--- src/rtl/cap_pkg.sv ---
package cap_pkg;
    typedef enum logic [1:0] {
        CAP_IDLE  = 2'd0,
        CAP_ARMED = 2'd1,
        CAP_FRAME = 2'd2
    } cap_state_e;
endpackage

--- src/rtl/cap_req_sync.sv ---
module cap_req_sync (
    input  logic clk,
    input  logic rst_n,
    input  logic req_async,
    output logic req_rise
);
    logic meta_q, meta_d;
    logic sync_q, sync_d;
    logic last_q, last_d;

    always_comb begin
        meta_d = req_async;
        sync_d = meta_q;
        last_d = sync_q;
    end

    always_ff @(posedge clk) begin
        if (!rst_n) begin
            meta_q <= 1'b0;
            sync_q <= 1'b0;
            last_q <= 1'b0;
        end else begin
            meta_q <= meta_d;
            sync_q <= sync_d;
            last_q <= last_d;
        end
    end

    assign req_rise = sync_q & ~last_q;
endmodule

--- src/rtl/cap_edge_det.sv ---
module cap_edge_det #(
    parameter int N = 2
) (
    input  logic         clk,
    input  logic         rst_n,
    input  logic [N-1:0] sig_in,
    output logic [N-1:0] rise,
    output logic [N-1:0] fall
);
    logic [N-1:0] prev_q, prev_d;

    always_comb prev_d = sig_in;

    always_ff @(posedge clk) begin
        if (!rst_n) prev_q <= '0;
        else        prev_q <= prev_d;
    end

    for (genvar g = 0; g < N; g++) begin : g_bit
        assign rise[g] =  sig_in[g] & ~prev_q[g];
        assign fall[g] = ~sig_in[g] &  prev_q[g];
    end
endmodule

--- src/rtl/cap_addr_gen.sv ---
module cap_addr_gen #(
    parameter int WIDTH  = 352,
    parameter int HEIGHT = 288,
    parameter int LINE_W = 9,
    parameter int PIX_W  = 9,
    parameter int ADDR_W = 18
) (
    input  logic              buf_sel,
    input  logic [LINE_W-1:0] line_idx,
    input  logic [PIX_W-1:0]  pix_idx,
    output logic [ADDR_W-1:0] addr
);
    localparam int FRAME_PIX = WIDTH * HEIGHT;

    always_comb begin
        addr = (buf_sel ? ADDR_W'(FRAME_PIX) : '0)
             + ADDR_W'(line_idx) * ADDR_W'(WIDTH)
             + ADDR_W'(pix_idx);
    end
endmodule

--- src/rtl/cam_frame_capture.sv ---
module cam_frame_capture #(
    parameter int WIDTH    = 352,
    parameter int HEIGHT   = 288,
    parameter int PIX_BITS = 8,
    localparam int ADDR_W  = $clog2(2 * WIDTH * HEIGHT)
) (
    input  logic                pclk,
    input  logic                rst_n,
    input  logic                start_req,
    input  logic                vsync,
    input  logic                href,
    input  logic [PIX_BITS-1:0] pix_in,
    output logic                wr_en,
    output logic [ADDR_W-1:0]   wr_addr,
    output logic [PIX_BITS-1:0] wr_data,
    output logic                busy,
    output logic                frame_done,
    output logic                done_buf,
    output logic                line_err
);
    import cap_pkg::*;

    localparam int PIX_W   = $clog2(WIDTH + 2);
    localparam int LINE_W  = $clog2(HEIGHT + 1);
    localparam int N_EDGE  = 2;
    localparam int IDX_VS  = 0;
    localparam int IDX_HR  = 1;

    typedef struct packed {
        cap_state_e          st;
        logic [PIX_W-1:0]    pix;
        logic [LINE_W-1:0]   line;
        logic                bufsel;
        logic                busy;
        logic                err;
        logic                done;
        logic                done_buf;
        logic                we;
        logic [ADDR_W-1:0]   addr;
        logic [PIX_BITS-1:0] data;
    } regs_t;

    regs_t r_q, r_d;

    logic              arm_rise;
    logic [N_EDGE-1:0] edge_in, edge_rise, edge_fall;
    logic              vs_fall, hr_rise, hr_fall;
    logic [PIX_W-1:0]  cur_idx;
    logic [ADDR_W-1:0] cur_addr;
    logic              finish;

    cap_req_sync u_sync (
        .clk       (pclk),
        .rst_n     (rst_n),
        .req_async (start_req),
        .req_rise  (arm_rise)
    );

    assign edge_in[IDX_VS] = vsync;
    assign edge_in[IDX_HR] = href;

    cap_edge_det #(.N(N_EDGE)) u_edges (
        .clk    (pclk),
        .rst_n  (rst_n),
        .sig_in (edge_in),
        .rise   (edge_rise),
        .fall   (edge_fall)
    );

    assign vs_fall = edge_fall[IDX_VS];
    assign hr_rise = edge_rise[IDX_HR];
    assign hr_fall = edge_fall[IDX_HR];
    assign cur_idx = hr_rise ? '0 : r_q.pix;

    cap_addr_gen #(
        .WIDTH  (WIDTH),
        .HEIGHT (HEIGHT),
        .LINE_W (LINE_W),
        .PIX_W  (PIX_W),
        .ADDR_W (ADDR_W)
    ) u_addr (
        .buf_sel  (r_q.bufsel),
        .line_idx (r_q.line),
        .pix_idx  (cur_idx),
        .addr     (cur_addr)
    );

    always_comb begin
        r_d    = r_q;
        r_d.we = 1'b0;
        r_d.done = 1'b0;
        finish = 1'b0;
        unique case (r_q.st)
            CAP_IDLE: begin
                if (arm_rise) begin
                    r_d.st   = CAP_ARMED;
                    r_d.busy = 1'b1;
                    r_d.err  = 1'b0;
                end
            end
            CAP_ARMED: begin
                if (vs_fall) begin
                    r_d.st   = CAP_FRAME;
                    r_d.line = '0;
                    r_d.pix  = '0;
                end
            end
            CAP_FRAME: begin
                if (href) begin
                    if (cur_idx < PIX_W'(WIDTH)) begin
                        r_d.we   = 1'b1;
                        r_d.addr = cur_addr;
                        r_d.data = pix_in;
                    end
                    r_d.pix = (cur_idx == PIX_W'(WIDTH + 1)) ? cur_idx
                                                             : cur_idx + 1'b1;
                end
                if (hr_fall) begin
                    if (r_q.pix != PIX_W'(WIDTH)) r_d.err = 1'b1;
                    r_d.line = r_q.line + 1'b1;
                    if (r_q.line == LINE_W'(HEIGHT - 1)) finish = 1'b1;
                end
                if (vs_fall) finish = 1'b1;
                if (finish) begin
                    r_d.we       = 1'b0;
                    r_d.done     = 1'b1;
                    r_d.done_buf = r_q.bufsel;
                    r_d.bufsel   = ~r_q.bufsel;
                    r_d.busy     = 1'b0;
                    r_d.st       = CAP_IDLE;
                end
            end
            default: r_d.st = CAP_IDLE;
        endcase
    end

    always_ff @(posedge pclk) begin
        if (!rst_n) begin
            r_q    <= '0;
            r_q.st <= CAP_IDLE;
        end else begin
            r_q <= r_d;
        end
    end

    assign wr_en      = r_q.we;
    assign wr_addr    = r_q.addr;
    assign wr_data    = r_q.data;
    assign busy       = r_q.busy;
    assign frame_done = r_q.done;
    assign done_buf   = r_q.done_buf;
    assign line_err   = r_q.err;
endmodule

--- config.mk ---
export PLATFORM = sky130hd
export DESIGN_NAME = cam_frame_capture
export DESIGN_NICKNAME = d
export VERILOG_FILES = /design/src/rtl/cap_pkg.sv /design/src/rtl/cap_req_sync.sv /design/src/rtl/cap_edge_det.sv /design/src/rtl/cap_addr_gen.sv /design/src/rtl/cam_frame_capture.sv
export SDC_FILE = /design/constraint.sdc
export NUM_CORES = 1
export LEC_CHECK = 0
export BUFFER_PORTS_ARGS = -buffer_cell sky130_fd_sc_hd__buf_2
export CAP_MARGIN = 0
export CORE_MARGIN = 3
export CORE_UTILIZATION = 43
export DETAILED_ROUTE_END_ITERATION = 16
export GPL_TIMING_DRIVEN = 1
export HOLD_SLACK_MARGIN = 0.12
export PLACE_DENSITY_LB_ADDON = 0.3
export SKIP_LAST_GASP = 1
export SLEW_MARGIN = 15
export SYNTH_ARGS = -nofsm -noshare
export SYNTH_HDL_FRONTEND = slang
export SYNTH_SLANG_ARGS = --single-unit
--- constraint.sdc ---
create_clock -name pclk -period 7.92 [get_ports pclk]
set_input_delay 1.584 -clock pclk [delete_from_list [all_inputs] [get_ports pclk]]
set_output_delay 1.584 -clock pclk [all_outputs]
set_load 0.02 [all_outputs]
### Word level (Yosys, flattened, before mapping)

Index checks and enable logic that the tools add are counted.

* $add $sub $neg: 4
* div/mod/pow operators: 0
* eq/ne operators: 11
* muxes and demuxes: 22
* $mul: 1
* magnitude comparators: 1
* shift operators: 0
* reduce and logical (&&, ||, !) cells: 12
* bitwise operators: 11

Operators with widths (count)
* $mux 27: 2
* $mux 9: 4
* $pmux 18 s2: 1
* $mux 20: 1
* $add 18x18->18: 1
* $add 18x9->18: 1
* $add 9x1->9 const B: 2
* $eq 9x9->1 const B: 2
* $mux 17: 1
* $reduce_and 3->1: 5
* $mul 9x4->13 const B: 1
* $ne 2x2->1 const B: 6
* $lt 9x9->1 const B: 1
* $ne 9x9->1 const B: 1
* $mux 1: 7
* $not 1->1: 7
* $mux 2: 3
* $pmux 2 s3: 1
* $and 1x1->1: 4
* $pmux 2 s2: 1
* $reduce_and 2->1: 2
* $reduce_and 4->1: 1
* $reduce_bool 2->1: 2
* $reduce_or 4->1: 1
* 4 further kinds: 4

* register bits after elaboration: 57
* bits of input ports: 13
* memories: 0
* bits in read-only memories: 0
* latch bits: 0
* bits in writable memories: 0

### Depth between registers and ports, before layout

Gate-level depths: netlist of run 1.

* depth after elaboration: 7
* mapped depth: 17
* depth with buffers taken out: 17

### Cells and area by module

From an unflattened synthesis of run 1, not the netlist that was laid out.

* cell total of the unflattened synthesis: 422
* area total of the unflattened synthesis: 3811.2 µm²

By module, submodules not included
* cam_frame_capture: area an instance 2548.7 µm², times used 1, cells an instance 278
* cap_addr_gen: area an instance 1092.3 µm², times used 1, cells an instance 129
* cap_req_sync: area an instance 92.6 µm², times used 1, cells an instance 7
* cap_edge_det: area an instance 77.6 µm², times used 1, cells an instance 8

### Worst setup path before layout of run 1

No wires, ideal clock.

* path type: input to register
* from: input port href
* to: register r_q, in the netlist wr_addr[14]
* cell stages on the path: 11
* required time: 7.804 ns
* library setup time: 0.116 ns
* buffers on the path: 1
* arrival: 3.712 ns
* setup slack: 4.091 ns
* cell sequence: nand2b_1 -> clkbuf_1 -> and2_1 -> ha_1 -> a211oi_1 -> o21bai_1 -> a221o_1 -> nor2b_4 -> nand2_2 -> xnor3_1 -> o211a_1

* cells in the longest elaborated chain, start to end: 4
* elaborated cells on any way between the ends: 5
* classes of those cells: add/sub (1); order compare (1); mux (1); bitwise (1); reduce/logical (1)

RTL lines
* from (decl): RTL line cam_frame_capture.sv:11 `input logic href,`
* branches (longest 4 deep; another with $add 18x9->18)
* to (signal assigned): RTL line cam_frame_capture.sv:142 `r_q <= r_d;`
* to (decl): RTL line cam_frame_capture.sv:43 `regs_t r_q, r_d;`

Several ways; the timed one is not identified.
A chain may end at the register's enable or synchronous reset.

### Final worst setup path of run 1

* from: register r_q[35] (netlist name)
* to: register r_q, in the netlist wr_addr[17]

* cells in the longest elaborated chain, start to end: 3

RTL lines
* $mul 9x4->13: RTL line cap_addr_gen.sv:17 `+ ADDR_W'(line_idx) * ADDR_W'(WIDTH)`
* $add 18x18->18: RTL line cap_addr_gen.sv:17
* $add 18x9->18: RTL line cap_addr_gen.sv:18 `+ ADDR_W'(pix_idx);`

No other way between the ends.

==> reports/results.txt, run 1 <==
For the worst path required time, the log shows 8130 ps. The worst setup path is launched from a register. The tools report the final number of hold-violating endpoints as 0. The distinct cell type count after synthesis came out at 53.

The path class of the tightest hold or removal check is reg -> reg. The clock-pin slew on the worst setup and hold paths was 80 ps. The logs give 5.52 mm for the HPWL after detailed placement and 438 for the number of instances in the synthesized netlist. For the worst relative slew slack, the log shows 28.3%. The clock passes through at most 2 buffers.

Subtracting the final worst setup slack from the clock period gives 3880 ps. The tools report the destination of the critical timing path as wr_addr[17]. The clock latency at the later pin of the worst-skew pair is 340 ps, and the maximum resistive drop on vdd is 0.0832 mV. The final routed DRC violation total was 0. The first global-routing pass estimated 13.0 mm of wire. The logs give 0 for the count of pins over their slew limit and 45.4% for the starting utilization of the core area.

Summing over every cut layer, the via total after detailed routing is 2,896. Pin placement for this block handled 44 I/O pins. The number of synthesized register bits works out to 57. Counting flops with an async set or reset pin after synthesis yields a share of 0%. Terminus of the critical flop-to-flop path: wr_addr[17]. The run gives 57 as the count of clock tree sinks.

Entering global routing, the biggest net connects 40 pins. Setup violations remaining at the end of the flow were counted as 0. For this design the static power due to leakage is 1.78 nW.

The worst path uses 48.9% of the clock period. The number of violations reported at the end of detailed-routing iteration 0 was 163; the total clock buffers created by CTS was 9. Number of cells upsized or downsized after cts: 0.

The total track usage was 16.3%; the achievable frequency was 258 MHz. For this run, the number of standard cells in the final layout without fillers is 561. The share of the yosys chip area belonging to registers is 31.7%. The launch instance of the worst register-to-register path is r_q[35]. The fraction of final layout cells sized beyond drive strength 1 came out at 15.9%.

Global routing finished with a remaining overflow of 0. Of all nets on the critical path, the largest fanout is 8. The dominant register cell in the synthesized netlist was dfxtp_1.

The floorplan step defined a core boundary enclosing 0.00793 mm2. H-tree depth reported by CTS: 3. The mean cell area of the mapped netlist works out to 8.21 um2. Across the run, the number of max-cap violations was 0. The Yosys step of the flow raised 0 warnings. The tools report the launching element of the worst setup path as r_q[35]. The run finished with clean final reports. Synthesis produced a netlist with a net count of 490. For the post-synthesis instance area, the log shows 0.00360 mm2.

The total inserted antenna cells was 0. Once detail routing completed, the nets flagged for antenna violations numbered 0. The count of TritonRoute iterations in the first routing pass was 4.

In the post-synthesis netlist, the biggest area contributors are dfxtp_1 32%, ha_1 11%, a21oi_1 5.8%. The wire length per cell came out at 13.2 um. After clock tree synthesis, the setup repair step added 0 buffers. The number of buffer cells added on primary ports works out to 43. The via density per instance was 5.16. The total power density per cell area was 151 mW/mm2. Routability-driven placement finished with a final weighted congestion of 0.855.

The category of the critical setup timing path was reg -> reg. The die covers 0.00950 mm2. Top-area cell type share of the netlist area: 31.7%.

The cell sitting at the root of the clock tree is a clkbuf_8. The worst register-to-register path has a depth of 15. The tools report the post-placement cell count as 545. The die height was 97.4 um; the synthesis-to-layout area growth was 8.70%. Setup repair after global routing left no endpoint under its margin.

The floorplan has 32 rows. Number of global-route vias before repair: 2,825. The largest clock skew in the final design was 14.3 ps. For the post-detailed-routing wire length, the log shows 7.42 mm. The number of hold buffers added after CTS was 0. The synthesized design contains 0 enable-type register cells. For the pin with the worst max-slew slack, the measured transition is 1070 ps.

The design draws 589 uW. The initial antenna violation count is 0, and the setup slack of the worst register-to-register path is 4040 ps. The data arrival time of the critical path was 4090 ps; the setup TNS was 0 ps. Cells fill 49.3% of the core in the end.

Post-synthesis cell type with the largest combined area: dfxtp_1. The die is 97.4 um wide. The run gives 506 as the net total in the final layout. TritonCTS built the clock tree. The worst setup path is captured at a register.
## placed cells by master, fill, tap and decap left out, types with 5 or more instances in the layout
cell | synthesis | routed
xor2_1 | 5 | 5
nor3_1 | 9 | 9
ha_1 | 32 | 32
nand3_1 | 12 | 12
nor2_1 | 37 | 37
and2_1 | 10 | 10
buf_2 | 3 | 43
o21ai_0 | 15 | 14
nand4_1 | 5 | 5
a21oi_1 | 42 | 42
nand2b_1 | 7 | 7
fa_1 | 7 | 7
xnor2_1 | 17 | 17
clkbuf_8 | 0 | 11
a21o_1 | 6 | 6
and3_1 | 5 | 5
inv_1 | 30 | 29
nand2_1 | 54 | 54
dfxtp_1 | 57 | 57
## Yosys cell counts (2+ instances only)
master,number
nand3_1,12
inv_1,30
a21oi_1,42
nand2_1,54
nor3_1,9
buf_2,3
xor2_1,5
nor4_1,2
nor2b_1,3
nand2b_1,7
nand4_1,5
buf_4,27
clkbuf_1,10
nor2_1,37
xnor2_1,17
a21o_1,6
o21bai_1,2
a22oi_1,2
and3_1,5
dfxtp_1,57
a311oi_1,3
nand3b_1,2
and2_1,10
a31oi_1,4
o21ai_0,15
fa_1,7
o21ai_1,2
a211oi_1,4
ha_1,32
## final cells by class
cell class | count | area (um2)
flip-flops and latches | 57 | 1140
clock buffers | 12 | 155
clock inverters | 4 | 51.3
fillers | 775 | 4020
well taps | 102 | 128
repair buffers | 45 | 230
multi-input cells | 311 | 2090
inverters | 30 | 113
## critical path, stage by stage (launching register included)
cell and delay (ps):
dfxtp_1 520, ha_1 320, fa_1 470, ha_1 380, o21ai_0 220, o21a_2 170, o21bai_1 70, a21o_2 240
a21o_1 180, a21oi_1 160, xnor2_1 90, ha_1 320, inv_1 70, o31ai_1 280, xor2_1 170, a21oi_1 70
## layer usage
| layer | global-route usage [%] | wire (um) | vias to the layer above | part of all wire [%] |
|---|---|---|---|---|
| met4 | 6.07 | 97 | 0 | 1.3 |
| li1 | - | - | 1502 | - |
| met2 | 24.8 | 3300 | 53 | 45 |
| met3 | 3.37 | 319 | 9 | 4.3 |
| met5 | 0 | 0 | - | 0 |
| met1 | 22.7 | 3700 | 1332 | 50 |
## how the worst min path moves through the flow
stage                        startpoint       endpoint  slack (ps)  cells past startpoint
final                     u_sync.meta_q  u_sync.last_d         430                      1
after global routing        wr_addr[11]    wr_addr[11]         460                      2
after CTS                 u_sync.meta_q  u_sync.last_d         440                      1
after detailed placement  u_sync.meta_q  u_sync.last_d         420                      1
after global placement    u_sync.meta_q  u_sync.last_d         410                      1
after floorplan           u_sync.meta_q  u_sync.last_d         410                      1
## registers in the layout, summed over array words and instances, names as in the netlist, 2 cells and up
register / flops
wr_addr: 18
u_edges.prev_q: 2
r_q: 21
wr_data: 8
## power breakdown
group / total, mW / switching (mW) / internal, mW
Sequential: 0.290 / 0.000999 / 0.289
Combinational: 0.0159 / 0.0108 / 0.00518
Clock: 0.283 / 0.120 / 0.163
Total: 0.589 / 0.132 / 0.456
## through the flow
stage / instance area (um2) / setup WS (ps) / hold WS, ps
after CTS: 3910 / 4060 / 437
after detailed placement: 3700 / 3790 / 419
final: 3910 / 4040 / 434
after global placement: 3700 / 3880 / 415
after floorplan: 3600 / 4090 / 412
after global routing: 3910 / 3720 / 459
## cell families (layout without fill, tap and decap cells)
logic type / after synthesis / in the layout / synth area share, %
AOI/OAI and AO/OA: 90 / 90 / 15.2
xor gates and xnor gates: 24 / 24 / 6.44
adders and majority gates: 39 / 39 / 15.0
buffers and inverters: 70 / 91 / 10.2
DFF: 57 / 57 / 31.7
muxes: 1 / 1 / 0.278
and+or+nand+nor: 157 / 157 / 21.1
(Power assumes the default switching activity.)
==> run 2, diff against run 1 <==
--- a/config.mk
+++ b/config.mk
@@ -5,6 +5,7 @@
 export SDC_FILE = /design/constraint.sdc
 export NUM_CORES = 1
 export LEC_CHECK = 0
+export ABC_AREA = 1
 export BUFFER_PORTS_ARGS = -buffer_cell sky130_fd_sc_hd__buf_2
 export CAP_MARGIN = 0
 export CORE_MARGIN = 3
==> constraint.sdc (replaced) <==
create_clock -name pclk -period 3.61 [get_ports pclk]
set_input_delay 0.722 -clock pclk [delete_from_list [all_inputs] [get_ports pclk]]
set_output_delay 0.722 -clock pclk [all_outputs]
set_load 0.02 [all_outputs]
==> run 2 against run 1 <==
Against the previous run: die area up 8.0%; sequential share of layout area down 2.2 points; maximum frequency up 16%; power up 130%; critical path depth up 7; clock skew down 2.5 ps; via count up 11%; synthesized area up 8.5%; register-to-register slack worse by 3800 ps; cell count up 18%; clock power up 130%; core utilization down 0.88 points; largest power group is now the clock network; critical endpoint unchanged.
==> reports/results.txt, run 2 <==
The total I/O pin count came out at 44. dfxtp_1 takes more of the synthesized area than any other cell. The tools report the kind of capture point of the worst setup path as a register.

The wire length per cell was 11.7 um. The worst setup path is of the reg -> reg kind. The worst hold path terminates at u_sync.last_d. The total power after layout came out at 1.33 mW.

For the placement row count, the log shows 34. The top cell types in the final layout, fill and taps aside, are 84 x nand2_1, 84 x inv_1, 61 x nor2_1, 55 x dfxtp_1, 43 x buf_2. The count of pins over their slew limit was 0. Setup repair after global routing left no endpoint under its margin. The run gives 660 as the number of standard cells in the layout, taps in and fillers out. The launch instance of the worst register-to-register path is r_q[38]. 0 antenna diodes ended up in the layout. In the global route stage, overall resource usage came out at 16.1%.

Setup violations remaining at the end of the flow were counted as 0. The top-area cell type share of the netlist area is 29.2%, and the total overflow reported by the global router is 0. The leakage power was 2.19 nW; the number of synthesized register bits was 57. The pin count of the biggest net entering global routing was 39; the placeable core region was 0.00876 mm2.

For the final routed DRC violation total, the log shows 0. Once routing completed, OpenROAD measured the worst setup slack at 273 ps. TritonCTS built the clock tree.

In this run the critical register-to-register path is captured at wr_addr[17]. The post-synthesis instance area is 0.00390 mm2, and the number of buffer cells added on primary ports is 43. For the global placer's final weighted congestion, the log shows 0.888. Sequential elements use 29.2% of the synthesized area.

By area the synthesized netlist is led by dfxtp_1 29%, ha_1 10%, inv_1 8.1%. The net total in the final layout was 599. Counting the buffers created by CTS gives 9. The initial utilization of the core area, before any placement, comes to 44.5%. The classification of the worst-slack hold path was reg -> reg. The first detailed-routing pass took 4 iterations. Dominant register cell in the synthesized netlist: dfxtp_1. For this design, the CTS-stage hold fixing added 0 buffers.

Of all nets on the critical path, the largest fanout is 8. The total power density per cell area came out at 315 mW/mm2. The tools report the post-detailed-routing wire length as 7.75 mm. Register containing the most flip-flops in the final layout: r_q.

The register with the most flip-flops in the layout has 21 of them. The largest clock skew in the final design is 11.8 ps. Data arrives at the worst endpoint at 3580 ps. Dividing the detail-routed via count by the number of cells gives 4.88. Static timing analysis puts the maximum clock frequency at 300 MHz. The tool flagged a number of max-cap violations equal to 0.

The number of synthesized flops with an enable pin came out at 0. Across all layers, the routed design uses 3,218 vias. For this run, asynchronously set or reset flops after synthesis account for 0%.

The synthesis warning total was 0. The share of the cycle needed by the critical path after routing was 92.4%. The tools report the worst relative slew slack as 55.7%. The cell at the root of the clock tree was clkbuf_8. Compared with the post-synthesis result, the final layout area differs by 8.75%. For the H-tree depth reported by CTS, the log shows 3. Across all register-to-register paths, the minimum setup slack is 270 ps. The most critical setup path has its startpoint at r_q[38].

The tools report the remaining antenna violation count after routing as 0. Each instance of the synthesized netlist takes up on average 7.43 um2. The worst register-to-register path has a depth of 22.

Initial antenna violation count: 0. The first global-routing pass estimated 13.4 mm of wire. Of the cells placed in the final design, the portion with a size suffix greater than 1 is 19.9%. The final number of hold-violating endpoints is 0, and the post-placement cell count is 643. Hold timing on the final database bottoms out at a slack of 421 ps. The buffer levels on the longest clock path was 2; the number of violations reported at the end of detailed-routing iteration 0 was 100. The number of instances in the synthesized netlist was 525; the setup TNS was 0 ps. The worst hold path passes through 2 cells. Fill cells in the final layout number 851.

At the worst endpoint, the required time is 3860 ps. STA classifies the critical path startpoint as a register. After synthesis, the netlist uses 40 different library cells. The clock period minus worst slack is 3340 ps. The tree built by TritonCTS fans out to 57 sinks.

In this run the vertical extent of the chip is 101 um. For the HPWL after detailed placement, the log shows 5.91 mm. Clock-pin slew was measured on the worst setup and hold paths at 80 ps. The synthesized netlist net count was 577; the number of global-route vias before repair was 3,022. The floorplan step set the die width to 101 um.

In this run the most critical hold path is launched from u_sync.meta_q. Floorplan die area: 0.0103 mm2. The run finished with clean final reports. Sorting the synthesized cells by how often they occur yields 84 x inv_1, 84 x nand2_1, 61 x nor2_1, 57 x dfxtp_1, 34 x a21oi_1. At the pin with the least slew margin, the transition time is 662 ps.

At the later pin of the worst-skew pair, clock insertion delay measures 350 ps. VDD sags by at most 0.145 mV. OpenSTA, run right after detailed placement, puts the worst setup slack at 189 ps.
run 2: cell types whose count changed after synthesis, sizes merged, moves of 5 or more:
cell	delta
inv	+60
nand2	+34
nor2	+32
o21ai	+18
nand3	+15
and2	-10
clkbuf	-7
nand2b	-7
xnor2	-7
a21o	-6
and3	-5
nor2b	-5
run 2: what timing repair did:
action	4_1_cts	5_1_grt
gates resized for setup	0	5
setup endpoints to repair	0	3
buffers inserted	0	1
run 2: worst max path at each step:
stage                       end  slack (ps)  cells past startpoint
floorplan           wr_addr[16]         520                     20
global placement    wr_addr[16]         310                     20
detailed placement  wr_addr[17]         190                     17
CTS                 wr_addr[17]         160                     17
global route        wr_addr[17]           3                     21
finish              wr_addr[17]         270                     22
run 2: area by class of cell:
cell class              instances  area (um2)  area share [%]
multi-input cells             342        2170            51.1
flip-flops and latches         57        1140            26.9
inverters                      90         338            7.96
repair buffers                 47         245            5.78
clock buffers                  10         138            3.24
well taps                     108         135            3.18
clock inverters                 6        75.1            1.77
run 2: where the power goes:
part	switching, mW	internal [mW]
logic	0.0348	0.0174
registers	0.00432	0.635
clock network	0.297	0.347
run 2: per-stage QoR:
step                      util, %  instance area (um2)
final                        48.4                 4240
after global routing         48.4                 4240
after CTS                    48.1                 4210
after detailed placement     45.7                 4000
after global placement       45.7                 4000
after floorplan                 -                 3900
run 2: worst max-delay path, cell delays in order, from the launching register on:
cell and delay (ps):
dfxtp_1 390, ha_1 300, inv_1 50, fa_1 490
inv_1 40, ha_1 340, nand2_1 120, inv_1 60
a21oi_2 150, nand2_1 60, nand2_1 100, nand2_1 60
a21oi_1 150, xnor2_1 140, ha_1 290, inv_1 90
nor2_1 50, nand2_1 80, nand2_1 60, nand2_1 70
nand3_2 50, nand2_1 60, inv_1 30
run 2: kinds of logic after synthesis:
| family | after synthesis | synth area share [%] |
|---|---|---|
| and+or+nand+nor | 200 | 23.9 |
| buffers and inverters | 126 | 15.7 |
| AOI/OAI and AO/OA | 85 | 13.1 |
| DFF | 57 | 29.2 |
| adders and majority gates | 39 | 13.9 |
| xor gates and xnor gates | 18 | 4.23 |
run 2: routing by layer:
layer  track usage (%)  up-vias  wire length, um
li1                  -     1685                -
met1              20.5     1466             3670
met2              26.8       54             3650
met3              3.24       13              283
met4              5.93        0              150
met5                 0        -                0
==> run 3, diff against run 2 <==
--- a/config.mk
+++ b/config.mk
@@ -6,7 +6,7 @@
 export NUM_CORES = 1
 export LEC_CHECK = 0
 export ABC_AREA = 1
-export BUFFER_PORTS_ARGS = -buffer_cell sky130_fd_sc_hd__buf_2
+export BUFFER_PORTS_ARGS = -buffer_cell sky130_fd_sc_hd__buf_4
 export CAP_MARGIN = 0
 export CORE_MARGIN = 3
 export CORE_UTILIZATION = 43
==> constraint.sdc (replaced) <==
create_clock -name pclk -period 4.1 [get_ports pclk]
set_input_delay 0.82 -clock pclk [delete_from_list [all_inputs] [get_ports pclk]]
set_output_delay 0.82 -clock pclk [all_outputs]
set_load 0.02 [all_outputs]
==> run 3 against run 2 <==
Against the previous run: sequential cell count is the same; setup slack gained 420 ps; clock skew fell by 1.1 ps; final area grew 2.0%; worst hold slack got worse by 3.6 ps; routed wire length grew 1.2%; die area unchanged; non-clock buffer count shrank 2; first-iteration DRC count increased by 4.0%; cell count shrank 0.30%; clock power fell by 6.4%; via count down 1.2%.
==> reports/results.txt, run 3 (synthesis gave the netlist of run 2 again) <==
Setup repair after global routing left no endpoint under its margin. The count of TritonRoute iterations in the first routing pass is 4. TritonCTS built the clock tree. The startpoint identified for the worst register-to-register timing path is r_q[35].

Max-cap violations in this run came to 0. At the worst endpoint, the arrival time is 3650 ps. The largest driver fanout on the critical path is 7, and the largest clock skew in the final design is 10.7 ps.

The cell seen most often among critical-path stages is nand2_1. The post-detailed-routing wire length is 7.85 mm. The die height is 101 um, and the total track usage is 16.8%. The final routed DRC violation total came out at 0. For the area taken by flip-flops and latches, the log shows 0.00114 mm2. The tools report the destination of the critical timing path as wr_addr[17]. Kind of capture point of the worst setup path: a register. For the total inserted antenna cells, the log shows 0. The number of setup buffers added after CTS is 0. For this design, the sink count on the clock tree is 57.

Measured on the finished design, the core utilization comes to 49.4%. In this run the deepest clock path goes through 2 buffers. The total overflow reported by the global router is 0. After floorplanning, the core was sized to cover 0.00876 mm2. Met2 usage in global routing: 27.7%. The floorplan has 34 rows. The endpoint identified for the worst register-to-register timing path is wr_addr[17]. In this run the horizontal extent of the chip is 101 um. The internal portion of the total power is 938 uW. For the HPWL after detailed placement, the log shows 6.08 mm. The achievable frequency was 293 MHz. The tools report the final number of hold-violating endpoints as 0. Hold timing on the final database bottoms out at a slack of 418 ps.

The number of cells upsized or downsized after cts came out at 0. The run finished with clean final reports. For met1 alone, demand over resource in global routing was 21.8%.

The total I/O pin count is 44. Among cell families on the critical path, the largest total delay comes from adder cells. The category of the critical setup timing path is reg -> reg.

Counting the buffers created by CTS gives 9. The H-tree generated during clock tree synthesis spans 3 levels. In the final routed layout, each cell accounts on average for 11.9 um. The detailed router placed 3,179 vias in this run. The via density per instance came out at 4.83.

The die covers 0.0103 mm2. The clock network fraction of total power is 49.5%, and the met3 global-route usage is 4.13%. The starting utilization of the core area was 44.5%; the pre-CTS setup slack was 710 ps. In this run the worst setup path begins at r_q[35].

The cell at the root of the clock tree was clkbuf_8. The filler cells instantiated in the layout total 833. At the end of routability-driven placement, the weighted congestion stood at 0.879. On the worst path, the slowest cell contributes a delay of 470 ps.

The classification of the worst-slack hold path was reg -> reg. The setup slack of the worst register-to-register path was 690 ps. The worst setup path is launched from a register.

Combinational logic burns 4.1% of the power. The total net switching power was 277 uW; the leakage power was 2.19 nW. The highest-delay cell along the critical path was dfxtp_1.

Dividing total power by cell area gives a power density of 281 mW/mm2. Registers are responsible for 46.3% of the overall power. In the layout the commonest cells are 84 x nand2_1, 84 x inv_1, 61 x nor2_1, 57 x dfxtp_1, 45 x buf_4. More flip-flops sit in one register than any other, and that register is r_q. For the pin with the worst max-slew slack, the measured transition is 612 ps. At the worst endpoint, the required time is 4340 ps. After global routing, the most crowded layer is met2. Once detail routing completed, the nets flagged for antenna violations numbered 0.

The run gives 0 as the count of pins over their slew limit. The area of the multi-input gates was 0.00215 mm2; the synthesis-to-layout area growth was 10.9%. The register with the most flip-flops in the layout has 21 of them.

The total buffers and inverters traversed by the critical path is 1, and the switching share of total power is 22.8%. Entering global routing, the biggest net connects 29 pins. IR analysis of the VDD net gives a maximum drop of 0.156 mV. The detailed router finished its first iteration with 104 violations. Across all setup checks in the final design, the least slack found is 692 ps. The clock latency at the later pin of the worst-skew pair is 340 ps. The worst path needs 3410 ps of the cycle, external delays included. The cell count along the critical path was 17.

Traced cell by cell, the critical path runs through ha_1 > fa_1 > ha_1 > or2_1 > nand3_1 > nand2_1 > nand2_1 > nand2_1 > a21oi_1 > xnor2_1 > ha_1 > a21oi_1 > nand2_1 > nand2_1 > nand3_2 > nand2_1 > inv_1. The initial antenna violation count came out at 0. After layout, the worst path uses 83.1% of the clock period.

The number of global-route vias before repair is 3,133, and the worst relative slew slack is 59.1%. The first-pass GRT wire length came out at 14.0 mm. After clock tree synthesis, the clock-pin slew on the worst setup and hold paths is 70 ps. The tools report the net total in the final layout as 597. Summed over all failing endpoints, the final setup total negative slack is 0 ps. Worst reg-to-reg path cell count: 17.

Cells with a size suffix above 1 make up 18.7% of the layout. During placement, the flow inserted port buffers numbering 43. Setup violations remaining at the end of the flow were counted as 0. The number of hold buffers added after CTS was 0.
-- run 3: how the worst min path moves through the flow --
stage	slack [ps]	from	cells past startpoint	end
5_1_grt	440	u_sync.meta_q	2	u_sync.last_d
6_report	420	u_sync.meta_q	2	u_sync.last_d
4_1_cts	420	u_sync.meta_q	2	u_sync.last_d
2_1_floorplan	390	u_sync.meta_q	2	u_sync.last_d
3_5_place_dp	410	u_sync.meta_q	2	u_sync.last_d
3_3_place_gp	410	u_sync.meta_q	2	u_sync.last_d
-- run 3: metal layers --
| metal | part of all wire, % | vias to the layer above |
|---|---|---|
| met2 | 47 | 46 |
| met3 | 3.7 | 11 |
| met1 | 48 | 1448 |
| met5 | 0 | - |
| li1 | - | 1674 |
| met4 | 1.5 | 0 |
-- run 3: power groups by stage --
stage / Sequential (mW) / Clock [mW] / Combinational [mW]
floorplan: 0.577 / 0 / 0.0318
global placement: 0.576 / 0 / 0.0502
detailed placement: 0.576 / 0 / 0.0511
CTS: 0.563 / 0.617 / 0.0513
global route: 0.564 / 0.644 / 0.0555
finish: 0.563 / 0.602 / 0.0500
-- run 3: worst min-delay path, stage by stage (launching register included) --
cell and delay (ps):
dfxtp_1 310, nand2_1 50, inv_1 40
-- run 3: per-stage QoR --
step	std cells	area, um2	total power [mW]
6_report	658	4330	1.22
5_1_grt	658	4330	1.26
4_1_cts	658	4330	1.23
3_5_place_dp	642	4100	0.627
3_3_place_gp	642	4100	0.626
2_1_floorplan	525	3900	0.608
-- run 3: layout make-up --
cell class                      instances  area share, %
Timing Repair Buffer                   45           7.81
Multi-Input combinational cell        342           49.7
Clock inverter                          6           2.05
Clock buffer                           10           3.18
Inverter                               90           7.81
Tap cell                              108           3.12
Sequential cell                        57           26.4
